--- config.mk ---
export PLATFORM = sky130hd
export DESIGN_NAME = dualcore_mbx_sema
export DESIGN_NICKNAME = d
export VERILOG_FILES = /design/src/rtl/mbxs_pkg.sv /design/src/rtl/mbxs_decode.sv /design/src/rtl/mbxs_sema_bank.sv /design/src/rtl/mbxs_slot.sv /design/src/rtl/mbxs_rd_port.sv /design/src/rtl/dualcore_mbx_sema.sv
export SDC_FILE = /design/constraint.sdc
export NUM_CORES = 1
export LEC_CHECK = 0
export ABC_AREA = 0
export BUFFER_PORTS_ARGS = -buffer_cell sky130_fd_sc_hd__buf_2
export CAP_MARGIN = 20
export CORE_UTILIZATION = 30
export DETAILED_ROUTE_END_ITERATION = 7
export GPL_ROUTABILITY_DRIVEN = 0
export GPL_TIMING_DRIVEN = 0
export PLACE_DENSITY = 0.53
export SKIP_LAST_GASP = 1
export SYNTH_ARGS = -nofsm -noshare
export SYNTH_HDL_FRONTEND = slang
export SYNTH_SLANG_ARGS = --single-unit
export TNS_END_PERCENT = 50
--- constraint.sdc ---
create_clock -name clk -period 1.3 [get_ports clk]
set_input_delay 0.26 -clock clk [delete_from_list [all_inputs] [get_ports clk]]
set_output_delay 0.26 -clock clk [all_outputs]
set_load 0.1 [all_outputs]
--- src/rtl/mbxs_pkg.sv ---
package mbxs_pkg;

  localparam int WORD_W = 32;

  // Register byte offsets; the processors' software depends on these.
  localparam logic [7:0] OFS_STATUS = 8'h00;
  localparam logic [7:0] OFS_SET    = 8'h04;
  localparam logic [7:0] OFS_CLEAR  = 8'h08;
  localparam logic [7:0] OFS_INBOX  = 8'h10;
  localparam logic [7:0] OFS_OUTBOX = 8'h20;

  // Mailbox word field positions.
  localparam int BIT_EN_FULL  = 31;
  localparam int BIT_EN_EMPTY = 30;
  localparam int BIT_TAG      = 29;
  localparam int BIT_RSVD     = 28;

  // Bits of the write data that a mailbox keeps.
  localparam logic [WORD_W-1:0] KEEP_MASK = 32'hCFFF_FFFF;

  typedef enum logic {
    SRC_CPU = 1'b0,
    SRC_COP = 1'b1
  } src_e;

  typedef enum logic [2:0] {
    SEL_NONE,
    SEL_STATUS,
    SEL_SET,
    SEL_CLEAR,
    SEL_INBOX,
    SEL_OUTBOX
  } regsel_e;

endpackage

--- src/rtl/mbxs_decode.sv ---
module mbxs_decode
  import mbxs_pkg::*;
#(
  parameter int ADDR_W = 6
) (
  input  logic [ADDR_W-1:0] addr,
  output regsel_e           sel
);

  always_comb begin
    if (addr == OFS_STATUS[ADDR_W-1:0])       sel = SEL_STATUS;
    else if (addr == OFS_SET[ADDR_W-1:0])     sel = SEL_SET;
    else if (addr == OFS_CLEAR[ADDR_W-1:0])   sel = SEL_CLEAR;
    else if (addr == OFS_INBOX[ADDR_W-1:0])   sel = SEL_INBOX;
    else if (addr == OFS_OUTBOX[ADDR_W-1:0])  sel = SEL_OUTBOX;
    else                                      sel = SEL_NONE;
  end

endmodule

--- src/rtl/mbxs_sema_bank.sv ---
module mbxs_sema_bank #(
  parameter int SEMA_W = 32
) (
  input  logic              clk,
  input  logic              rst_n,
  input  logic              set_we,
  input  logic              clr_we,
  input  logic [SEMA_W-1:0] bits,
  output logic [SEMA_W-1:0] sema_q
);

  logic [SEMA_W-1:0] set_m;
  logic [SEMA_W-1:0] clr_m;
  logic [SEMA_W-1:0] sema_d;
  logic              sema_ce;

  // Set is applied after clear so that a set wins a collision.
  always_comb begin
    set_m   = set_we ? bits : '0;
    clr_m   = clr_we ? bits : '0;
    sema_d  = (sema_q & ~clr_m) | set_m;
    sema_ce = set_we | clr_we;
  end

  always_ff @(posedge clk or negedge rst_n) begin
    if (!rst_n)       sema_q <= '0;
    else if (sema_ce) sema_q <= sema_d;
  end

endmodule

--- src/rtl/mbxs_slot.sv ---
module mbxs_slot
  import mbxs_pkg::*;
#(
  parameter src_e SENDER = SRC_CPU
) (
  input  logic              clk,
  input  logic              rst_n,
  input  logic              wr_hit,
  input  logic              rd_hit,
  input  logic              src,
  input  logic [WORD_W-1:0] wdata,
  output logic [WORD_W-1:0] word,
  output logic              full_irq,
  output logic              empty_irq
);

  logic [WORD_W-1:0] fields_q;
  logic [WORD_W-1:0] fields_d;
  logic              tag_q;
  logic              tag_d;
  logic              tag_ce;
  logic              from_sender;

  always_comb begin
    from_sender = (src == SENDER);
    fields_d    = wdata & KEEP_MASK;
    tag_d       = tag_q;
    if (wr_hit && from_sender)       tag_d = 1'b1;
    else if (rd_hit && !from_sender) tag_d = 1'b0;
    tag_ce      = wr_hit | rd_hit;
  end

  always_ff @(posedge clk or negedge rst_n) begin
    if (!rst_n)      fields_q <= '0;
    else if (wr_hit) fields_q <= fields_d;
  end

  always_ff @(posedge clk or negedge rst_n) begin
    if (!rst_n)      tag_q <= 1'b0;
    else if (tag_ce) tag_q <= tag_d;
  end

  always_comb begin
    word          = fields_q;
    word[BIT_TAG] = tag_q;
    full_irq      = fields_q[BIT_EN_FULL] & tag_q;
    empty_irq     = fields_q[BIT_EN_EMPTY] & ~tag_q;
  end

endmodule

--- src/rtl/mbxs_rd_port.sv ---
module mbxs_rd_port
  import mbxs_pkg::*;
#(
  parameter int SEMA_W = 32
) (
  input  logic              clk,
  input  logic              rst_n,
  input  logic              rd_en,
  input  regsel_e           sel,
  input  logic [SEMA_W-1:0] sema,
  input  logic [WORD_W-1:0] inbox,
  input  logic [WORD_W-1:0] outbox,
  output logic [WORD_W-1:0] rdata_q
);

  logic [WORD_W-1:0] rdata_d;

  always_comb begin
    rdata_d = '0;
    if (rd_en) begin
      unique case (sel)
        SEL_STATUS: rdata_d = WORD_W'(sema);
        SEL_INBOX:  rdata_d = inbox;
        SEL_OUTBOX: rdata_d = outbox;
        default:    rdata_d = '0;
      endcase
    end
  end

  // Loaded every cycle: the bus returns zero when nothing was read.
  always_ff @(posedge clk or negedge rst_n) begin
    if (!rst_n) rdata_q <= '0;
    else        rdata_q <= rdata_d;
  end

endmodule

--- src/rtl/dualcore_mbx_sema.sv ---
module dualcore_mbx_sema
  import mbxs_pkg::*;
#(
  parameter int ADDR_W = 6,
  parameter int SEMA_W = 32
) (
  input  logic              clk,
  input  logic              rst_n,
  input  logic              acc_en,
  input  logic              acc_wr,
  input  logic [ADDR_W-1:0] acc_addr,
  input  logic [31:0]       acc_wdata,
  input  logic              acc_src,
  output logic [31:0]       acc_rdata,
  output logic              irq_cpu,
  output logic              irq_cop
);

  localparam int NUM_BOX = 2;
  localparam int IDX_IN  = 0;
  localparam int IDX_OUT = 1;

  regsel_e           sel;
  logic              wr_go;
  logic              rd_go;
  logic [SEMA_W-1:0] sema_q;
  logic [WORD_W-1:0] mb_word  [NUM_BOX];
  logic              mb_full  [NUM_BOX];
  logic              mb_empty [NUM_BOX];
  logic [WORD_W-1:0] inbox_w;
  logic [WORD_W-1:0] outbox_w;

  assign wr_go = acc_en & acc_wr;
  assign rd_go = acc_en & ~acc_wr;

  mbxs_decode #(.ADDR_W(ADDR_W)) u_dec (
    .addr (acc_addr),
    .sel  (sel)
  );

  mbxs_sema_bank #(.SEMA_W(SEMA_W)) u_sema (
    .clk    (clk),
    .rst_n  (rst_n),
    .set_we (wr_go && sel == SEL_SET),
    .clr_we (wr_go && sel == SEL_CLEAR),
    .bits   (acc_wdata[SEMA_W-1:0]),
    .sema_q (sema_q)
  );

  for (genvar i = 0; i < NUM_BOX; i++) begin : g_box
    localparam src_e    SND = (i == IDX_IN) ? SRC_COP : SRC_CPU;
    localparam regsel_e MYS = (i == IDX_IN) ? SEL_INBOX : SEL_OUTBOX;
    mbxs_slot #(.SENDER(SND)) u_slot (
      .clk       (clk),
      .rst_n     (rst_n),
      .wr_hit    (wr_go && sel == MYS),
      .rd_hit    (rd_go && sel == MYS),
      .src       (acc_src),
      .wdata     (acc_wdata),
      .word      (mb_word[i]),
      .full_irq  (mb_full[i]),
      .empty_irq (mb_empty[i])
    );
  end

  assign inbox_w  = mb_word[IDX_IN];
  assign outbox_w = mb_word[IDX_OUT];

  // Full goes to the receiver, empty to the sender.
  assign irq_cpu = mb_full[IDX_IN]  | mb_empty[IDX_OUT];
  assign irq_cop = mb_full[IDX_OUT] | mb_empty[IDX_IN];

  mbxs_rd_port #(.SEMA_W(SEMA_W)) u_rd (
    .clk     (clk),
    .rst_n   (rst_n),
    .rd_en   (rd_go),
    .sel     (sel),
    .sema    (sema_q),
    .inbox   (inbox_w),
    .outbox  (outbox_w),
    .rdata_q (acc_rdata)
  );

endmodule

# After elaboration in Yosys (flattened, before gate mapping)
# Cells that the tools add are included.
[classes]
n_eq_ne = 9
mux = 13
n_bitwise = 18
n_reduce_logical = 16
[op_table]
columns = ["operator", "count"]
rows = [
  ["$mux 32", 3],
  ["$pmux 32 s3", 1],
  ["$and 32x32->32", 1],
  ["$not 32->32", 1],
  ["$or 32x32->32", 1],
  ["$mux 3", 5],
  ["$logic_and 1x1->1", 10],
  ["$and 1x1->1", 6],
  ["$eq 3x2->1 const B", 2],
  ["$eq 3x3->1 const B", 2],
  ["$eq 6x3->1 const B", 1],
  ["$eq 6x4->1 const B", 1],
  ["$eq 6x5->1 const B", 1],
  ["$eq 6x6->1 const B", 1],
  ["$logic_not 6->1", 1],
  ["$or 1x1->1", 5],
  ["$mux 1", 4],
  ["$not 1->1", 4],
  ["$reduce_and 2->1", 2],
  ["$reduce_bool 2->1", 2],
  ["$eq 3x1->1 const B", 1],
  ["$logic_not 1->1", 1],
]
[word_totals]
regBits = 126
word_cells = 62
in_bits = 43
out_inout_bits = 34

# Depth between registers and ports, before layout
[logic_depth]
depth_word = 12
depth_mapped = 5
mapped_depth_nobuf = 3

# Cells and area by module
# From an unflattened synthesis, not the netlist that was laid out.
[unflattened]
hier_cells = 415
hier_area_um2 = 5581.6
[by_module_without_submodules]
columns = ["mod", "seq_area_each_um2", "cells_each", "n_inst", "area_each_um2"]
rows = [
  ["mbxs_rd_port", 800.8, 147, 1, 1819.2],
  ["mbxs_sema_bank", 800.8, 102, 1, 1249.9],
  ["mbxs_slot at g_box[1].u_slot", 775.7, 72, 1, 1194.9],
  ["mbxs_slot at g_box[0].u_slot", 775.7, 72, 1, 1192.4],
  ["dualcore_mbx_sema", 0.0, 15, 1, 77.6],
  ["mbxs_decode", 0.0, 7, 1, 47.5],
]

# Worst setup path before layout
# Ideal clock, no wire load.
[synth_path]
kind = "register to output"
from = "reg g_box[1].u_slot.tag_q"
to = "out irq_cpu"
t_required_ps = 1040
n_path_buf = 0
setup_slack_ps = -170
path_stages_with_launch = 3
t_arrival_ps = 1210
cell_sequence = "dfrtp_1 -> inv_1 -> a22o_1"
[synth_between]
elab_chain_len = 3
[synth_rtl]
columns = ["element", "line", "text"]
rows = [
  ["start, declared", "mbxs_slot.sv:19", "logic tag_q;"],
  ["start signal, assigned", "mbxs_slot.sv:40", "else if (tag_ce) tag_q <= tag_d;"],
  ["$not 1->1", "mbxs_slot.sv:47", "empty_irq = fields_q[BIT_EN_EMPTY] & ~tag_q;"],
  ["$and 1x1->1", "mbxs_slot.sv:47", ""],
  ["$or 1x1->1", "dualcore_mbx_sema.sv:70", "assign irq_cpu = mb_full[IDX_IN] | mb_empty[IDX_OUT];"],
  ["end, declared", "dualcore_mbx_sema.sv:15", "output logic irq_cpu,"],
]
# No other way between the ends.

# Final worst setup path
[layout_path]
from = "reg g_box[0].u_slot.tag_q"
to = "out irq_cop"
[layout_between]
elab_chain_len = 3
[layout_rtl]
columns = ["element", "line", "text"]
rows = [
  ["start, declared", "mbxs_slot.sv:19", ""],
  ["start signal, assigned", "mbxs_slot.sv:40", ""],
  ["$not 1->1", "mbxs_slot.sv:47", ""],
  ["$and 1x1->1", "mbxs_slot.sv:47", ""],
  ["$or 1x1->1", "dualcore_mbx_sema.sv:71", "assign irq_cop = mb_full[IDX_OUT] | mb_empty[IDX_IN];"],
  ["end, declared", "dualcore_mbx_sema.sv:16", "output logic irq_cop"],
]
# No other way between the ends.

==> impl_metrics.ini <==
[sta]
hold_violations = 0
grt_setup_unrepaired = yes
fin_skew_ns = 0.0113
worst_hold_slack_ns = 0.0828
drv_slew = 0
setup_ws_ns = -0.263
setup_viol = 2
fmax_mhz = 640
slew-limit-headroom_pct = 61.1
worst_slew_pin_slew_ns = 0.583
fin_crit_sh_pct = 120
min_period_ns = 1.56

[yosys]
synth_nets = 450
yosysTopAreaCell = dfrtp_1
synth_ff_type = dfrtp_1
ys_types = 26
netlist_instances = 407
ys_seq_area_share_pct = 58.7
synth-edff-count = 0
synth.yosys.warnings = 0
async_flop_share_pct = 100
synth_top_area_share_pct = 58.7
ys_ff_latch = 126
mappedNetlistArea_sq_um = 5370
synth.avg_cell_area_sq_um = 13.2
yosys-top-cells-area = dfrtp_1 (59%), mux2_1 (15%), mux2_2 (4.4%)

[critical_path]
crit_path_top_delay_cell = dfrtp_1
cp-end-kind = primary output
crit_type = reg -> out
crit_arrival_ns = 1.30
cp_max_fo = 3
cp-start-kind = flip-flop
timing.critical_path.buf_inv = 2
cp_top_family = flip-flops
required_ns = 1.04
path_cells = inv_2 > a22o_4 > buf_12
slowest_delay_ns = 0.40

[hold_path]
hold_class = in -> reg

[floorplanning]
die_height_microns = 136
die_w_microns = 136
rows = 48
ios = 77
die_area_sq_um = 18400
initial_utilization_pct = 30.8
core_sq_um = 17400

[grt]
grt_max_degree = 70
grt_pass1_wl_microns = 22200
grtUsageTotal_pct = 16.4
grt_pass1_vias = 4060
antenna_found_initial = 0
grt-ovfl-total = 0

[clocking]
clk_path_buf_depth = 2
cts_tree = done
root_buffer = clkbuf_16
cts.htree.levels = 4
path_clk_slew_ns = 0.06
cts_num_sinks = 126
numCtsBuffers = 17
insertion_delay_ns = 0.42

[detailed_routing]
routedWlPerCell_microns = 18.4
drc = 0
routed_wl_microns = 13800
firstDrtPassIters = 6
vias_per_cell = 5.05
vias = 3779
ant_nets = 0
drt_iter0_drc = 198

[job]
maxCapViolCount = 0

[layout]
drive_above_1_share_pct = 35.4
synthToLayoutAreaGrowth_pct = 30.9
fin_nets = 553
fin_util_pct = 40.4

[power_and_ir_drop]
total_leakage_power_uw = 0.00326
total_power_uw = 10000
powerDensity_nw_per_um2 = 1430
ir_worst_vdd_mv = 0.892

[placement]
dpl.hpwl_microns = 9040
dpl_worst_slack_ns = -0.842
portBuffers = 76

[outcome]
status = complete, but fails checks
violations = setup timing
state kept, by name, indices dropped and copies added (netlist names):
signal / flops
g_box.u_slot.fields_q: 60
u_sema.sema_q: 32
g_box.u_slot.tag_q: 2
u_rd.rdata_q: 32
layer usage:
layer  wire length, microns  track usage (%)  share of wire (%)  vias up
met2                   6730             25.7                 49       83
met3                    544             4.53                3.9       15
li1                       -                -                  -     1717
met5                      0                0                  0        -
met4                    255             7.24                1.9        0
met1                   6250             21.0                 45     1964
cells in the mapped netlist, types with 2 or more instances:
| library cell | instances |
|---|---|
| buf_6 | 3 |
| mux2_2 | 21 |
| nand2_1 | 4 |
| nand3_2 | 2 |
| clkbuf_1 | 12 |
| dfrtp_1 | 126 |
| nand3_1 | 32 |
| inv_1 | 3 |
| a21oi_1 | 23 |
| buf_4 | 6 |
| a2bb2oi_1 | 2 |
| mux2_1 | 71 |
| buf_2 | 15 |
| a22o_1 | 2 |
| a22oi_1 | 31 |
| a41oi_1 | 2 |
| nand4_1 | 34 |
| a21oi_2 | 9 |
| nor2b_1 | 2 |
what timing repair did:
action,in CTS,in global routing
pin swaps,3,0
hold buffers,1,0
resized for setup,49,63
setup buffers,4,2
endpoints found under the hold margin,57,0
gates cloned,0,0
endpoints found under the setup margin,70,52
power by group:
part / total, uW / internal (uW) / leakage, uW / switching (uW)
combinational: 803 / 349 / 0.00126 / 454
clock: 4840 / 3070 / 0.000290 / 1770
sequential: 4380 / 4220 / 0.00172 / 156
total: 10000 / 7640 / 0.00326 / 2380
per-stage QoR:
stage / std cells / cell area (sq um) / TNS, ns
finish: 749 / 7030 / -0.523
global route: 748 / 7030 / -0.731
CTS: 746 / 6890 / -3.00
detailed placement: 709 / 6090 / -50.15
global placement: 708 / 6050 / -254.95
floorplan: 407 / 5390 / -2.16
final timing paths:
| path | startpoint | endpoint | slack (ns) | cells past startpoint |
|---|---|---|---|---|
| min in group asynchronous | rst_n | u_rd.rdata_q[21]$_DFF_PN0_ | 0.37 | 2 |
| worst max-delay path | g_box[0].u_slot.tag_q$_DFFE_PN0P_ | irq_cop | -0.26 | 3 |
| worst min-delay path | acc_wdata[25] | g_box[0].u_slot.fields_q[25]$_DFFE_PN0P_ | 0.08 | 2 |
| worst max register to register | g_box[0].u_slot.tag_q$_DFFE_PN0P_ | g_box[0].u_slot.tag_q$_DFFE_PN0P_ | 0.05 | 6 |
| max in group asynchronous | rst_n | g_box[0].u_slot.fields_q[12]$_DFFE_PN0P_ | 0.17 | 3 |
| worst min register to register | g_box[0].u_slot.fields_q[1]$_DFFE_PN0P_ | g_box[0].u_slot.fields_q[1]$_DFFE_PN0P_ | 0.49 | 1 |
placed cells by master, fill, tap and decap left out, drive strengths merged:
cell / count
nand4: 34
a22oi: 31
nand3: 34
a22o: 2
nor2b: 2
nor3: 1
dlygate4sd3: 1
and4bb: 1
dfrtp: 126
clkinvlp: 3
nor4: 2
inv: 5
xor2: 1
a21oi: 32
nor2: 2
a41oi: 2
a2bb2oi: 2
buf: 107
mux2: 92
nand2: 4
diode: 1
clkinv: 5
clkbuf: 31
bufinv: 3
layout make-up:
type,instances,area [sq um]
tap,225,282
timing repair buffer,84,716
clock buffer,19,443
inverter,3,11.3
multi-input combinational,242,2030
buffer,36,231
antenna,1,2.50
fill,1669,10400
clock inverter,13,163
sequential,126,3150
logic make-up after synthesis:
kind of cell	count (synthesis)	synth area share, %
xor+xnor	1	0.303
buf+inv	39	3.91
simple gates	80	8.85
compound gates	69	8.92
mux	92	19.3
flops	126	58.7
Power figures use the tool's default switching activity.
